===== config.mk =====
export PLATFORM = sky130hd
export DESIGN_NAME = uart_fifo_flow
export DESIGN_NICKNAME = d
export VERILOG_FILES = /design/src/rtl/ufc_pkg.sv /design/src/rtl/ufc_fifo.sv /design/src/rtl/ufc_rx_filter.sv /design/src/rtl/ufc_flow_ctrl.sv /design/src/rtl/ufc_tx_arb.sv /design/src/rtl/uart_fifo_flow.sv
export SDC_FILE = /design/constraint.sdc
export NUM_CORES = 1
export LEC_CHECK = 0
export ABC_AREA = 1
export BUFFER_PORTS_ARGS = -buffer_cell sky130_fd_sc_hd__buf_4
export CORE_ASPECT_RATIO = 0.7
export CORE_MARGIN = 4
export CORE_UTILIZATION = 55
export CTS_BUF_LIST = sky130_fd_sc_hd__clkbuf_8 sky130_fd_sc_hd__clkbuf_16
export DETAILED_ROUTE_END_ITERATION = 8
export PLACE_DENSITY = 0.72
export SLEW_MARGIN = 5
export SYNTH_ARGS = -nofsm -noshare
export SYNTH_HDL_FRONTEND = slang
export SYNTH_SLANG_ARGS = --single-unit

===== constraint.sdc =====
create_clock -name clk -period 3.38 [get_ports clk]
set_input_delay 0.338 -clock clk [delete_from_list [all_inputs] [get_ports clk]]
set_output_delay 0.338 -clock clk [all_outputs]
set_load 0.005 [all_outputs]

===== src/rtl/ufc_pkg.sv =====
package ufc_pkg;

    typedef enum logic [1:0] {
        LF_RUN,
        LF_SEND_XOFF,
        LF_HELD,
        LF_SEND_XON
    } lflow_e;

    typedef enum logic {
        RTS_ON,
        RTS_OFF
    } rts_e;

    typedef enum logic {
        RM_GO,
        RM_STOP
    } remote_e;

    typedef enum logic [1:0] {
        TX_NONE,
        TX_XOFF,
        TX_XON,
        TX_DATA
    } txsel_e;

endpackage


===== src/rtl/ufc_fifo.sv =====
module ufc_fifo #(
    parameter int W     = 8,
    parameter int DEPTH = 32,
    localparam int AW   = $clog2(DEPTH),
    localparam int LW   = $clog2(DEPTH + 1)
) (
    input  logic          clk,
    input  logic          rst_n,
    input  logic          push,
    input  logic [W-1:0]  wdata,
    input  logic          pop,
    output logic [W-1:0]  rdata,
    output logic [LW-1:0] level,
    output logic          full,
    output logic          empty
);

    logic [W-1:0]  mem [DEPTH];
    logic [AW-1:0] wr_ptr, rd_ptr;
    logic          do_push, do_pop;

    assign full    = (level == LW'(DEPTH));
    assign empty   = (level == '0);
    assign do_push = push && !full;
    assign do_pop  = pop && !empty;
    assign rdata   = mem[rd_ptr];

    function automatic logic [AW-1:0] bump(input logic [AW-1:0] p);
        return (p == AW'(DEPTH - 1)) ? '0 : p + 1'b1;
    endfunction

    always_ff @(posedge clk) begin
        if (do_push) mem[wr_ptr] <= wdata;
    end

    always_ff @(posedge clk or negedge rst_n) begin
        if (!rst_n) begin
            wr_ptr <= '0;
            rd_ptr <= '0;
            level  <= '0;
        end else begin
            if (do_push) wr_ptr <= bump(wr_ptr);
            if (do_pop)  rd_ptr <= bump(rd_ptr);
            if (do_push && !do_pop)      level <= level + 1'b1;
            else if (do_pop && !do_push) level <= level - 1'b1;
        end
    end

    AST_NO_OVERFLOW: assert property (@(posedge clk) disable iff (!rst_n)
        level <= LW'(DEPTH));

    AST_FULL_DROP: assert property (@(posedge clk) disable iff (!rst_n)
        (push && full && !pop) |=> (level == $past(level)));

endmodule


===== src/rtl/ufc_rx_filter.sv =====
module ufc_rx_filter
    import ufc_pkg::*;
#(
    parameter int W = 8
) (
    input  logic         clk,
    input  logic         rst_n,
    input  logic         in_valid,
    input  logic [W-1:0] in_data,
    input  logic         sw_en,
    input  logic [W-1:0] xon_char,
    input  logic [W-1:0] xoff_char,
    input  logic         sp_en,
    input  logic [W-1:0] sp_char,
    input  logic         fifo_full,
    input  logic         clr_flags,
    output logic         store,
    output logic         halted,
    output logic         overrun,
    output logic         special_seen
);

    remote_e rm_q, rm_d;
    logic    is_xoff, is_xon;

    assign is_xoff = in_valid && sw_en && (in_data == xoff_char);
    assign is_xon  = in_valid && sw_en && (in_data == xon_char) && !is_xoff;

    always_comb begin
        rm_d = rm_q;
        unique case (rm_q)
            RM_GO:   if (sw_en && is_xoff) rm_d = RM_STOP;
            RM_STOP: if (!sw_en || is_xon)  rm_d = RM_GO;
        endcase
    end

    always_ff @(posedge clk or negedge rst_n) begin
        if (!rst_n) rm_q <= RM_GO;
        else        rm_q <= rm_d;
    end

    always_comb begin
        store  = in_valid && !is_xoff && !is_xon;
        halted = (rm_q == RM_STOP);
    end

    always_ff @(posedge clk or negedge rst_n) begin
        if (!rst_n) begin
            overrun      <= 1'b0;
            special_seen <= 1'b0;
        end else begin
            if (store && fifo_full)  overrun <= 1'b1;
            else if (clr_flags)      overrun <= 1'b0;
            if (store && sp_en && (in_data == sp_char)) special_seen <= 1'b1;
            else if (clr_flags)                         special_seen <= 1'b0;
        end
    end

    AST_XOFF_HALTS: assert property (@(posedge clk) disable iff (!rst_n)
        (in_valid && sw_en && (in_data == xoff_char)) |=> halted);

    AST_OVR_STICKY: assert property (@(posedge clk) disable iff (!rst_n)
        (overrun && !clr_flags) |=> overrun);

endmodule


===== src/rtl/ufc_flow_ctrl.sv =====
module ufc_flow_ctrl
    import ufc_pkg::*;
#(
    parameter int LW = 6
) (
    input  logic          clk,
    input  logic          rst_n,
    input  logic [LW-1:0] rx_level,
    input  logic [LW-1:0] trig,
    input  logic [2:0]    hyst,
    input  logic          auto_rts,
    input  logic          sw_en,
    input  logic          taken_xoff,
    input  logic          taken_xon,
    output logic          rts_n,
    output logic          send_xoff,
    output logic          send_xon
);

    lflow_e        lf_q, lf_d;
    rts_e          rts_q, rts_d;
    logic [LW-1:0] resume;
    logic          halt_hit, resume_ok;

    assign resume    = (trig > LW'(hyst)) ? trig - LW'(hyst) : '0;
    assign halt_hit  = (rx_level >= trig);
    assign resume_ok = (rx_level < trig) && (rx_level <= resume);

    always_comb begin
        lf_d = lf_q;
        if (!sw_en) begin
            lf_d = LF_RUN;
        end else begin
            unique case (lf_q)
                LF_RUN:       if (halt_hit)   lf_d = LF_SEND_XOFF;
                LF_SEND_XOFF: if (taken_xoff) lf_d = LF_HELD;
                LF_HELD:      if (resume_ok)  lf_d = LF_SEND_XON;
                LF_SEND_XON:  if (taken_xon)  lf_d = LF_RUN;
            endcase
        end
    end

    always_comb begin
        rts_d = rts_q;
        unique case (rts_q)
            RTS_ON:  if (auto_rts && halt_hit)    rts_d = RTS_OFF;
            RTS_OFF: if (!auto_rts || resume_ok)  rts_d = RTS_ON;
        endcase
    end

    always_ff @(posedge clk or negedge rst_n) begin
        if (!rst_n) begin
            lf_q  <= LF_RUN;
            rts_q <= RTS_ON;
        end else begin
            lf_q  <= lf_d;
            rts_q <= rts_d;
        end
    end

    always_comb begin
        rts_n     = (rts_q == RTS_OFF);
        send_xoff = (lf_q == LF_SEND_XOFF);
        send_xon  = (lf_q == LF_SEND_XON);
    end

    AST_RTS_HALT: assert property (@(posedge clk) disable iff (!rst_n)
        (auto_rts && halt_hit) |=> rts_n);

    AST_XON_AFTER_HELD: assert property (@(posedge clk) disable iff (!rst_n)
        $rose(send_xon) |-> $past(lf_q == LF_HELD));

endmodule


===== src/rtl/ufc_tx_arb.sv =====
module ufc_tx_arb
    import ufc_pkg::*;
#(
    parameter int W = 8
) (
    input  logic         send_xoff,
    input  logic         send_xon,
    input  logic [W-1:0] xoff_char,
    input  logic [W-1:0] xon_char,
    input  logic         fifo_empty,
    input  logic [W-1:0] fifo_head,
    input  logic         halted,
    input  logic         auto_cts,
    input  logic         cts_n,
    input  logic         tx_ready,
    output logic         out_valid,
    output logic [W-1:0] out_data,
    output logic         pop_data,
    output logic         taken_xoff,
    output logic         taken_xon
);

    txsel_e sel;
    logic   cts_ok, taken;

    always_comb begin
        if (send_xoff)                     sel = TX_XOFF;
        else if (send_xon)                 sel = TX_XON;
        else if (!halted && !fifo_empty)   sel = TX_DATA;
        else                               sel = TX_NONE;
    end

    always_comb begin
        cts_ok    = !auto_cts || !cts_n;
        out_valid = cts_ok && (sel != TX_NONE);
        taken     = out_valid && tx_ready;
        out_data  = fifo_head;
        unique case (sel)
            TX_XOFF: out_data = xoff_char;
            TX_XON:  out_data = xon_char;
            TX_DATA: out_data = fifo_head;
            TX_NONE: out_data = fifo_head;
        endcase
        pop_data   = taken && (sel == TX_DATA);
        taken_xoff = taken && (sel == TX_XOFF);
        taken_xon  = taken && (sel == TX_XON);
    end

endmodule


===== src/rtl/uart_fifo_flow.sv =====
module uart_fifo_flow #(
    parameter int  DEPTH = 32,
    parameter int  W     = 8,
    localparam int LW    = $clog2(DEPTH + 1)
) (
    input  logic          clk,
    input  logic          rst_n,
    input  logic [LW-1:0] cfg_rx_trig,
    input  logic [LW-1:0] cfg_tx_trig,
    input  logic [2:0]    cfg_hyst,
    input  logic          cfg_auto_rts,
    input  logic          cfg_auto_cts,
    input  logic          cfg_sw_flow,
    input  logic [W-1:0]  cfg_xon,
    input  logic [W-1:0]  cfg_xoff,
    input  logic          cfg_special_en,
    input  logic [W-1:0]  cfg_special,
    input  logic          clr_flags,
    input  logic          host_tx_wr,
    input  logic [W-1:0]  host_tx_data,
    input  logic          host_rx_rd,
    output logic [W-1:0]  host_rx_data,
    output logic          rx_empty,
    output logic [LW-1:0] rx_level,
    output logic [LW-1:0] tx_level,
    output logic          rx_irq,
    output logic          tx_irq,
    input  logic          ser_rx_valid,
    input  logic [W-1:0]  ser_rx_data,
    input  logic          ser_tx_ready,
    output logic          ser_tx_valid,
    output logic [W-1:0]  ser_tx_data,
    input  logic          cts_n,
    output logic          rts_n,
    output logic          tx_halted,
    output logic          overrun,
    output logic          special_seen
);

    logic         rx_store, rx_full;
    logic         tx_full, tx_empty, tx_pop;
    logic [W-1:0] tx_head;
    logic         send_xoff, send_xon, taken_xoff, taken_xon;

    ufc_rx_filter #(.W(W)) u_filter (
        .clk(clk), .rst_n(rst_n),
        .in_valid(ser_rx_valid), .in_data(ser_rx_data),
        .sw_en(cfg_sw_flow), .xon_char(cfg_xon), .xoff_char(cfg_xoff),
        .sp_en(cfg_special_en), .sp_char(cfg_special),
        .fifo_full(rx_full), .clr_flags(clr_flags),
        .store(rx_store), .halted(tx_halted),
        .overrun(overrun), .special_seen(special_seen)
    );

    ufc_fifo #(.W(W), .DEPTH(DEPTH)) u_rx_fifo (
        .clk(clk), .rst_n(rst_n),
        .push(rx_store), .wdata(ser_rx_data),
        .pop(host_rx_rd), .rdata(host_rx_data),
        .level(rx_level), .full(rx_full), .empty(rx_empty)
    );

    ufc_fifo #(.W(W), .DEPTH(DEPTH)) u_tx_fifo (
        .clk(clk), .rst_n(rst_n),
        .push(host_tx_wr), .wdata(host_tx_data),
        .pop(tx_pop), .rdata(tx_head),
        .level(tx_level), .full(tx_full), .empty(tx_empty)
    );

    ufc_flow_ctrl #(.LW(LW)) u_flow (
        .clk(clk), .rst_n(rst_n),
        .rx_level(rx_level), .trig(cfg_rx_trig), .hyst(cfg_hyst),
        .auto_rts(cfg_auto_rts), .sw_en(cfg_sw_flow),
        .taken_xoff(taken_xoff), .taken_xon(taken_xon),
        .rts_n(rts_n), .send_xoff(send_xoff), .send_xon(send_xon)
    );

    ufc_tx_arb #(.W(W)) u_arb (
        .send_xoff(send_xoff), .send_xon(send_xon),
        .xoff_char(cfg_xoff), .xon_char(cfg_xon),
        .fifo_empty(tx_empty), .fifo_head(tx_head),
        .halted(tx_halted), .auto_cts(cfg_auto_cts), .cts_n(cts_n),
        .tx_ready(ser_tx_ready),
        .out_valid(ser_tx_valid), .out_data(ser_tx_data),
        .pop_data(tx_pop), .taken_xoff(taken_xoff), .taken_xon(taken_xon)
    );

    assign rx_irq = (rx_level >= cfg_rx_trig);
    assign tx_irq = (tx_level <= cfg_tx_trig);

    AST_CTS_GATE: assert property (@(posedge clk) disable iff (!rst_n)
        (cfg_auto_cts && cts_n) |-> !ser_tx_valid);

    AST_TX_WR_DROP: assert property (@(posedge clk) disable iff (!rst_n)
        (host_tx_wr && tx_full && !tx_pop) |=> (tx_level == LW'(DEPTH)));

    AST_HALT_NO_DATA: assert property (@(posedge clk) disable iff (!rst_n)
        (tx_halted && !send_xoff && !send_xon) |-> !ser_tx_valid);

endmodule


==> Word level (Yosys, flattened, before mapping) <==
Memory sizes are Yosys's and may differ from the RTL's.
Index checks and enable logic that the tools add are counted.
{ "classes": {"addsub": 9, "magnitude_cmp": 5, "n_eq_ne": 19, "muxes": 32, "bitwise_logic": 2, "reduce_logical": 55} }
{ "ops": {"columns": ["operator", "n"], "rows": [
  ["$mux 6", 5],
  ["$logic_and 1x1->1", 26],
  ["$eq 8x8->1", 3],
  ["$pmux 8 s3", 1],
  ["$add 5x1->5 const B", 4],
  ["$eq 5x5->1 const B", 4],
  ["$mux 5", 4],
  ["$mux 2", 8],
  ["$logic_not 1->1", 15],
  ["$add 6x1->6 const B", 2],
  ["$eq 6x6->1 const B", 2],
  ["$le 6x6->1", 2],
  ["$logic_not 6->1", 2],
  ["$ne 3x2->1 const B", 4],
  ["$sub 6x1->6 const B", 2],
  ["$mux 1", 11],
  ["$reduce_bool 2->1", 5],
  ["$eq 2x2->1 const B", 4],
  ["$pmux 2 s4", 1],
  ["$ge 6x6->1", 1],
  ["$gt 6x3->1", 1],
  ["$lt 6x6->1", 1],
  ["$sub 6x3->6", 1],
  ["$eq 2x1->1 const B", 2],
  ["other kinds (6)", 11]
]} }
{ "totals": {"regBits": 38, "ramBits": 512, "in_bits": 67, "out_inout_bits": 36, "wordCells": 135, "mem_count": 2} }
{ "memory_table": {"columns": ["name", "words", "word_bits", "rd", "rd_ports_with_merged_regs", "write_ports", "line_no", "rtl"], "rows": [
  ["u_rx_fifo.mem", 32, 8, 1, 0, 1, "ufc_fifo.sv:18", "logic [W-1:0] mem [DEPTH];"],
  ["u_tx_fifo.mem", 32, 8, 1, 0, 1, "ufc_fifo.sv:18", null]
]} }

==> Longest topological paths before layout <==
{ "depth": {"word_depth": 14, "mapped_depth": 22} }

==> Modules after synthesis <==
Synthesis repeated with hierarchy kept, for this count alone.
{ "hier_totals": {"hier_cells": 2513, "hier_area_um2": 25345.6} }
{ "by_module_without_submodules": {"columns": ["module", "instances", "cells_per_inst", "area_per_inst_um2", "seq_area_each_um2"], "rows": [
  ["ufc_fifo at u_tx_fifo", 1, 1153, 11949.0, 8087.8],
  ["ufc_fifo at u_rx_fifo", 1, 1035, 11504.8, 8087.8],
  ["ufc_flow_ctrl", 1, 126, 849.6, 75.1],
  ["ufc_rx_filter", 1, 97, 513.0, 75.1],
  ["uart_fifo_flow", 1, 55, 324.1, 0.0],
  ["ufc_tx_arb", 1, 47, 205.2, 0.0]
]} }

==> Worst setup path after synthesis <==
Ideal clock, no wire load.
{ "synth_timing": {"path_kind": "reg2reg", "start": "reg u_tx_fifo.level[0]", "end": "reg u_tx_fifo.level[5]", "t_arrival_ps": 2771, "slack_ps": 544, "path_stages_with_launch": 23, "path_buffers": 0, "cell_sequence": "dfrtp_1 > nor2_1 > nand3_1 > nor2_1 > nand2_1 > nand2_1 > inv_1 > a21oi_1 > ha_1 > nand3b_1 > inv_1 > nand3_1 > ha_1 > inv_1 > ha_1 > nand3_1 > nand3_1 > nand2_1 > nand2_1 > a21oi_1 > xnor2_1 > nand2_1 > nand2_1"} }
{ "synth_between": {"elab_chain_len": 14} }
{ "synth_lines": {"columns": ["element", "line_no", "rtl"], "rows": [
  ["start: declaration", "ufc_fifo.sv:13", "output logic [LW-1:0] level,"],
  ["start signal: assignment", "ufc_fifo.sv:44", "if (do_push && !do_pop) level <= level + 1'b1;"],
  ["start signal: assignment", "ufc_fifo.sv:45", "else if (do_pop && !do_push) level <= level - 1'b1;"],
  ["$logic_not 6->1", "ufc_fifo.sv:23", "assign empty = (level == '0);"],
  ["$logic_not 1->1", "ufc_fifo.sv:25, ufc_tx_arb.sv:29", null],
  ["$logic_and 1x1->1", "ufc_tx_arb.sv:29", "else if (!halted && !fifo_empty) sel = TX_DATA;"],
  ["$mux 2", "ufc_tx_arb.sv:29", null],
  ["$mux 2", "ufc_tx_arb.sv:28", "else if (send_xon) sel = TX_XON;"],
  ["$mux 2", "ufc_tx_arb.sv:27", "if (send_xoff) sel = TX_XOFF;"],
  ["$reduce_bool 2->1", "ufc_tx_arb.sv:35", "out_valid = cts_ok && (sel != TX_NONE);"],
  ["$logic_and 1x1->1", "ufc_tx_arb.sv:35", null],
  ["$logic_and 1x1->1", "ufc_tx_arb.sv:36", "taken = out_valid && tx_ready;"],
  ["$logic_and 1x1->1", "ufc_tx_arb.sv:44", "pop_data = taken && (sel == TX_DATA);"],
  ["$logic_and 1x1->1", "ufc_fifo.sv:25", "assign do_pop = pop && !empty;"],
  ["$logic_not 1->1", "ufc_fifo.sv:44", null],
  ["$logic_and 1x1->1", "ufc_fifo.sv:44", null],
  ["$mux 6 / $reduce_bool 2->1 (equally long branches)", null, null]
]} }
Parallel ways exist; a longest one is shown, timed or not. The select of a mux whose other input is x is not followed.
A chain may end at the register's enable or synchronous reset.

==> Worst setup path in the final report <==
{ "layout_timing": {"start": "reg u_rx_fifo.rd_ptr[2]", "end": "out host_rx_data[2]"} }
{ "layout_between": {"elab_chain_len": 1} }
{ "layout_lines": {"columns": ["element", "line_no", "rtl"], "rows": [
  ["start: declaration", "ufc_fifo.sv:19", "logic [AW-1:0] wr_ptr, rd_ptr;"],
  ["start signal: assignment", "ufc_fifo.sv:43", "if (do_pop) rd_ptr <= bump(rd_ptr);"],
  ["$mem_v2 32x8", null, null],
  ["end: declaration", "uart_fifo_flow.sv:22", "output logic [W-1:0] host_rx_data,"]
]} }
Every way passes these cells.

==> out/summary.txt <==
Setup_tns: 0 ns
Post-DP HPWL: 39500 um
Tcrit/Tclk final: 94.9%
Number of diodes: 0
Compound-Gate Fraction of Synth Area: 6.62%
Mux contribution to synthesized area: 0%
Adder-Cell Fraction of Synth Area: 3.01%
Post-route minimum period: 3.21 ns
Commonest non-fill, non-tap cell in the layout: nand2_1
Finished Cell Area: 27600 um2
CP max-delay cell: dfrtp_1
Setup bufs post-CTS: 0
RSZ-0062 raised after global routing: false
Port Buf Inserts: 102
Most frequent cells in the layout: nand2_1, edfxtp_1, nor2_1, nand3_1, o21ai_0
Kind of critical path: register to primary output
WL per Instance: 20.6 um
Crit start category: register
CP Cell Sequence: clkinv_1, o211ai_1, nand3_1, nand4_1, nand2_1, inv_1, buf_4
Clock-pin slew on the worst setup and hold paths: 0.07 ns
Syn Inst Count: 2244
Post-Route WL: 61400 um
Flop and latch count out of synthesis: 550
Vias in the first global route: 16600
DIE HEIGHT: 184 um
Status: completed
Reg2reg start: u_tx_fifo.level[1]$_DFFE_PN0P_
Final Power: 22.4 mW
GRT Util Overall: 25.6%
Remaining antenna violation count: 0
CP arrival: 2.87 ns
Final Core Density: 63.0%
Clock Latency Late Sink: 0.58 ns
Die footprint: 47900 um2
Hold Crit Start: cfg_auto_rts
Post-Syn Area: 24400 um2
Area grow syn2layout: 13.1%
Post-synth EDFFs: 512
Syn avg cell area: 10.9 um2
Root Buffer Master: clkbuf_16
Share of cells above drive strength 1: 11.5%
YS warnings: 0
Max cap viols: 0
Leakage: 10.4 nW
Largest family of logic cells by synthesized area: simple AND/OR/NAND/NOR gates
Ports: 103
Reg2reg setup slack: 0.29 ns
# setup viols final: 0
CP Capture Type: primary output
First-pass GRT wire length: 95000 um
Hold path depth: 3
Congestion Overflow GR: 0
Core ar.: 43800 um2
Hold WC Path Type: input pin to register
Achievable Freq: 312 MHz
Starting Density: 55.7%
Fin. Hold Viols: 0
Largest net degree at the start of global routing: 133
CTS tree: done
Die W: 260 um
Largest stage delay on the critical path: 0.82 ns
Distinct cells, synth: 41
CTS sink cnt: 550
DP Cell Count: 2891
Crit path required time: 3.04 ns
Pre-antenna DRT Iters: 5
Drc violations: 0
Seq/Total Area, Yosys: 66.9%
Vias post-DR: 17300
Async set-reset flop share out of synthesis: 6.91%
Initial antenna violation count: 0
DP Area: 26000 um2
Non-Filler Instances: 2984
TritonCTS buffer count: 50
Vias/cell: 5.80
R2r worst-path depth: 22
GPL Wtd Cong: 0.983
Pwr dens: 812 nW/um2
Row cnt: 64
Simple-gate share of the synthesized area: 18.8%
Worst reg2reg path endpoint: u_tx_fifo.level[5]$_DFFE_PN0P_
Max Buffers Root-to-Sink: 3
CP max FO: 17
Rel. slew slack: 36.6%
Syn nets: 2368
Xor and xnor area share after synthesis: 0.789%
Worst vdd ir: 623 uV
Least-Margin Pin Slew: 0.948 ns
Max-slew violations: 0
H-tree depth: 2
Post-synth top flop: edfxtp_1
Clock Skews: 0.0172 ns
1st-iter DRT viols: 2172
WHS Endpoint: u_flow.rts_n$_DFF_PN0_
Fin nets: 2474
==> Yosys cell counts (3+ instances only) <==
master	n	area (um2)
nand3_1	229	1150
o211ai_1	20	150
nor2_1	264	991
nand4_1	15	93.8
fa_1	3	60.1
o21ai_0	169	846
inv_2	7	26.3
clkbuf_1	48	180
nand2_1	552	2070
buf_1	9	33.8
a31oi_1	3	18.8
xor2_1	12	105
o22ai_1	43	269
clkinv_1	6	22.5
buf_2	50	250
a21oi_1	48	240
xnor2_1	10	87.6
ha_1	54	676
nand3b_1	3	22.5
edfxtp_1	512	15400
nor2_4	10	113
dfrtp_1	38	951
or2_2	5	31.3
nor3_1	5	25.0
inv_1	106	398
o221ai_1	5	43.8
==> critical path, delay by kind of cell, from the launching register on <==
kind	cells	cell delay, ns
flops	1	0.82
buf+inv	3	0.77
compound gates	1	0.27
simple gates	3	0.43
==> state kept, by name (all words and copies together), names as in the netlist <==
register	cells
u_rx_fifo.mem	256
u_tx_fifo.mem	256
u_rx_fifo.level	6
u_tx_fifo.level	6
u_rx_fifo.rd_ptr	5
u_rx_fifo.wr_ptr	5
u_tx_fifo.rd_ptr	5
u_tx_fifo.wr_ptr	5
u_flow.lf_q	2
u_filter.halted	1
u_filter.overrun	1
u_filter.special_seen	1
u_flow.rts_n	1
==> power breakdown <==
group	leakage, nW	total [mW]	internal [mW]	switching, mW
Clock	0.799	5.54	3.09	2.46
Combinational	4.53	8.44	2.79	5.65
Sequential	5.07	8.43	7.95	0.479
==> worst max-delay path by stage <==
stage | start | end | slack (ns) | cells after the start
floorplan | u_tx_fifo.level[0]$_DFFE_PN0P_ | u_tx_fifo.level[5]$_DFFE_PN0P_ | 0.54 | 22
global placement | u_tx_fifo.level[1]$_DFFE_PN0P_ | u_tx_fifo.level[5]$_DFFE_PN0P_ | 0.40 | 22
detailed placement | u_tx_fifo.level[1]$_DFFE_PN0P_ | u_tx_fifo.level[5]$_DFFE_PN0P_ | 0.24 | 22
CTS | u_tx_fifo.level[1]$_DFFE_PN0P_ | ser_tx_data[3] | 0.09 | 13
global route | u_tx_fifo.level[1]$_DFFE_PN0P_ | u_tx_fifo.level[5]$_DFFE_PN0P_ | 0.01 | 22
finish | u_rx_fifo.rd_ptr[2]$_DFFE_PN0P_ | host_rx_data[2] | 0.17 | 7
==> stage by stage <==
step / hold slack [ns] / worst slack (ns)
after floorplan: 0.0424 / 0.544
after global placement: 0.370 / 0.398
after detailed placement: 0.378 / 0.237
after CTS: 0.0158 / 0.0885
after global routing: 0.0502 / 0.0117
final: 0.0333 / 0.173
==> final cells by class <==
cell class,instances,area (um2)
Clock buffer,54,1340
Clock inverter,38,268
Fill cell,3335,16200
Inverter,119,449
Multi-Input combinational cell,1465,7140
Sequential cell,550,16300
Tap cell,594,743
Timing Repair Buffer,164,1320
==> metal layers <==
layer	up-vias	global-route usage [%]	part of all wire [%]
met5	-	0	0
met4	0	6.86	2.3
met3	106	7.03	11
met2	894	37.0	43
met1	8290	38.7	43
li1	8009	-	-
==> kinds of logic (layout without fill, tap and decap cells) <==
logic type | after synthesis | count (layout)
compound gates | 295 | 295
fa+ha+maj | 57 | 57
buf+inv | 229 | 375
simple gates | 1091 | 1091
flops | 550 | 550
xor+xnor | 22 | 22
==> timing repair <==
| action | 4_1_cts | 5_1_grt |
|---|---|---|
| endpoints found under the hold margin | 38 | 0 |
| setup endpoints to repair | 0 | 11 |
| hold buffers | 1 | 0 |
| resized for setup | 0 | 8 |
Power figures use the tool's default switching activity.
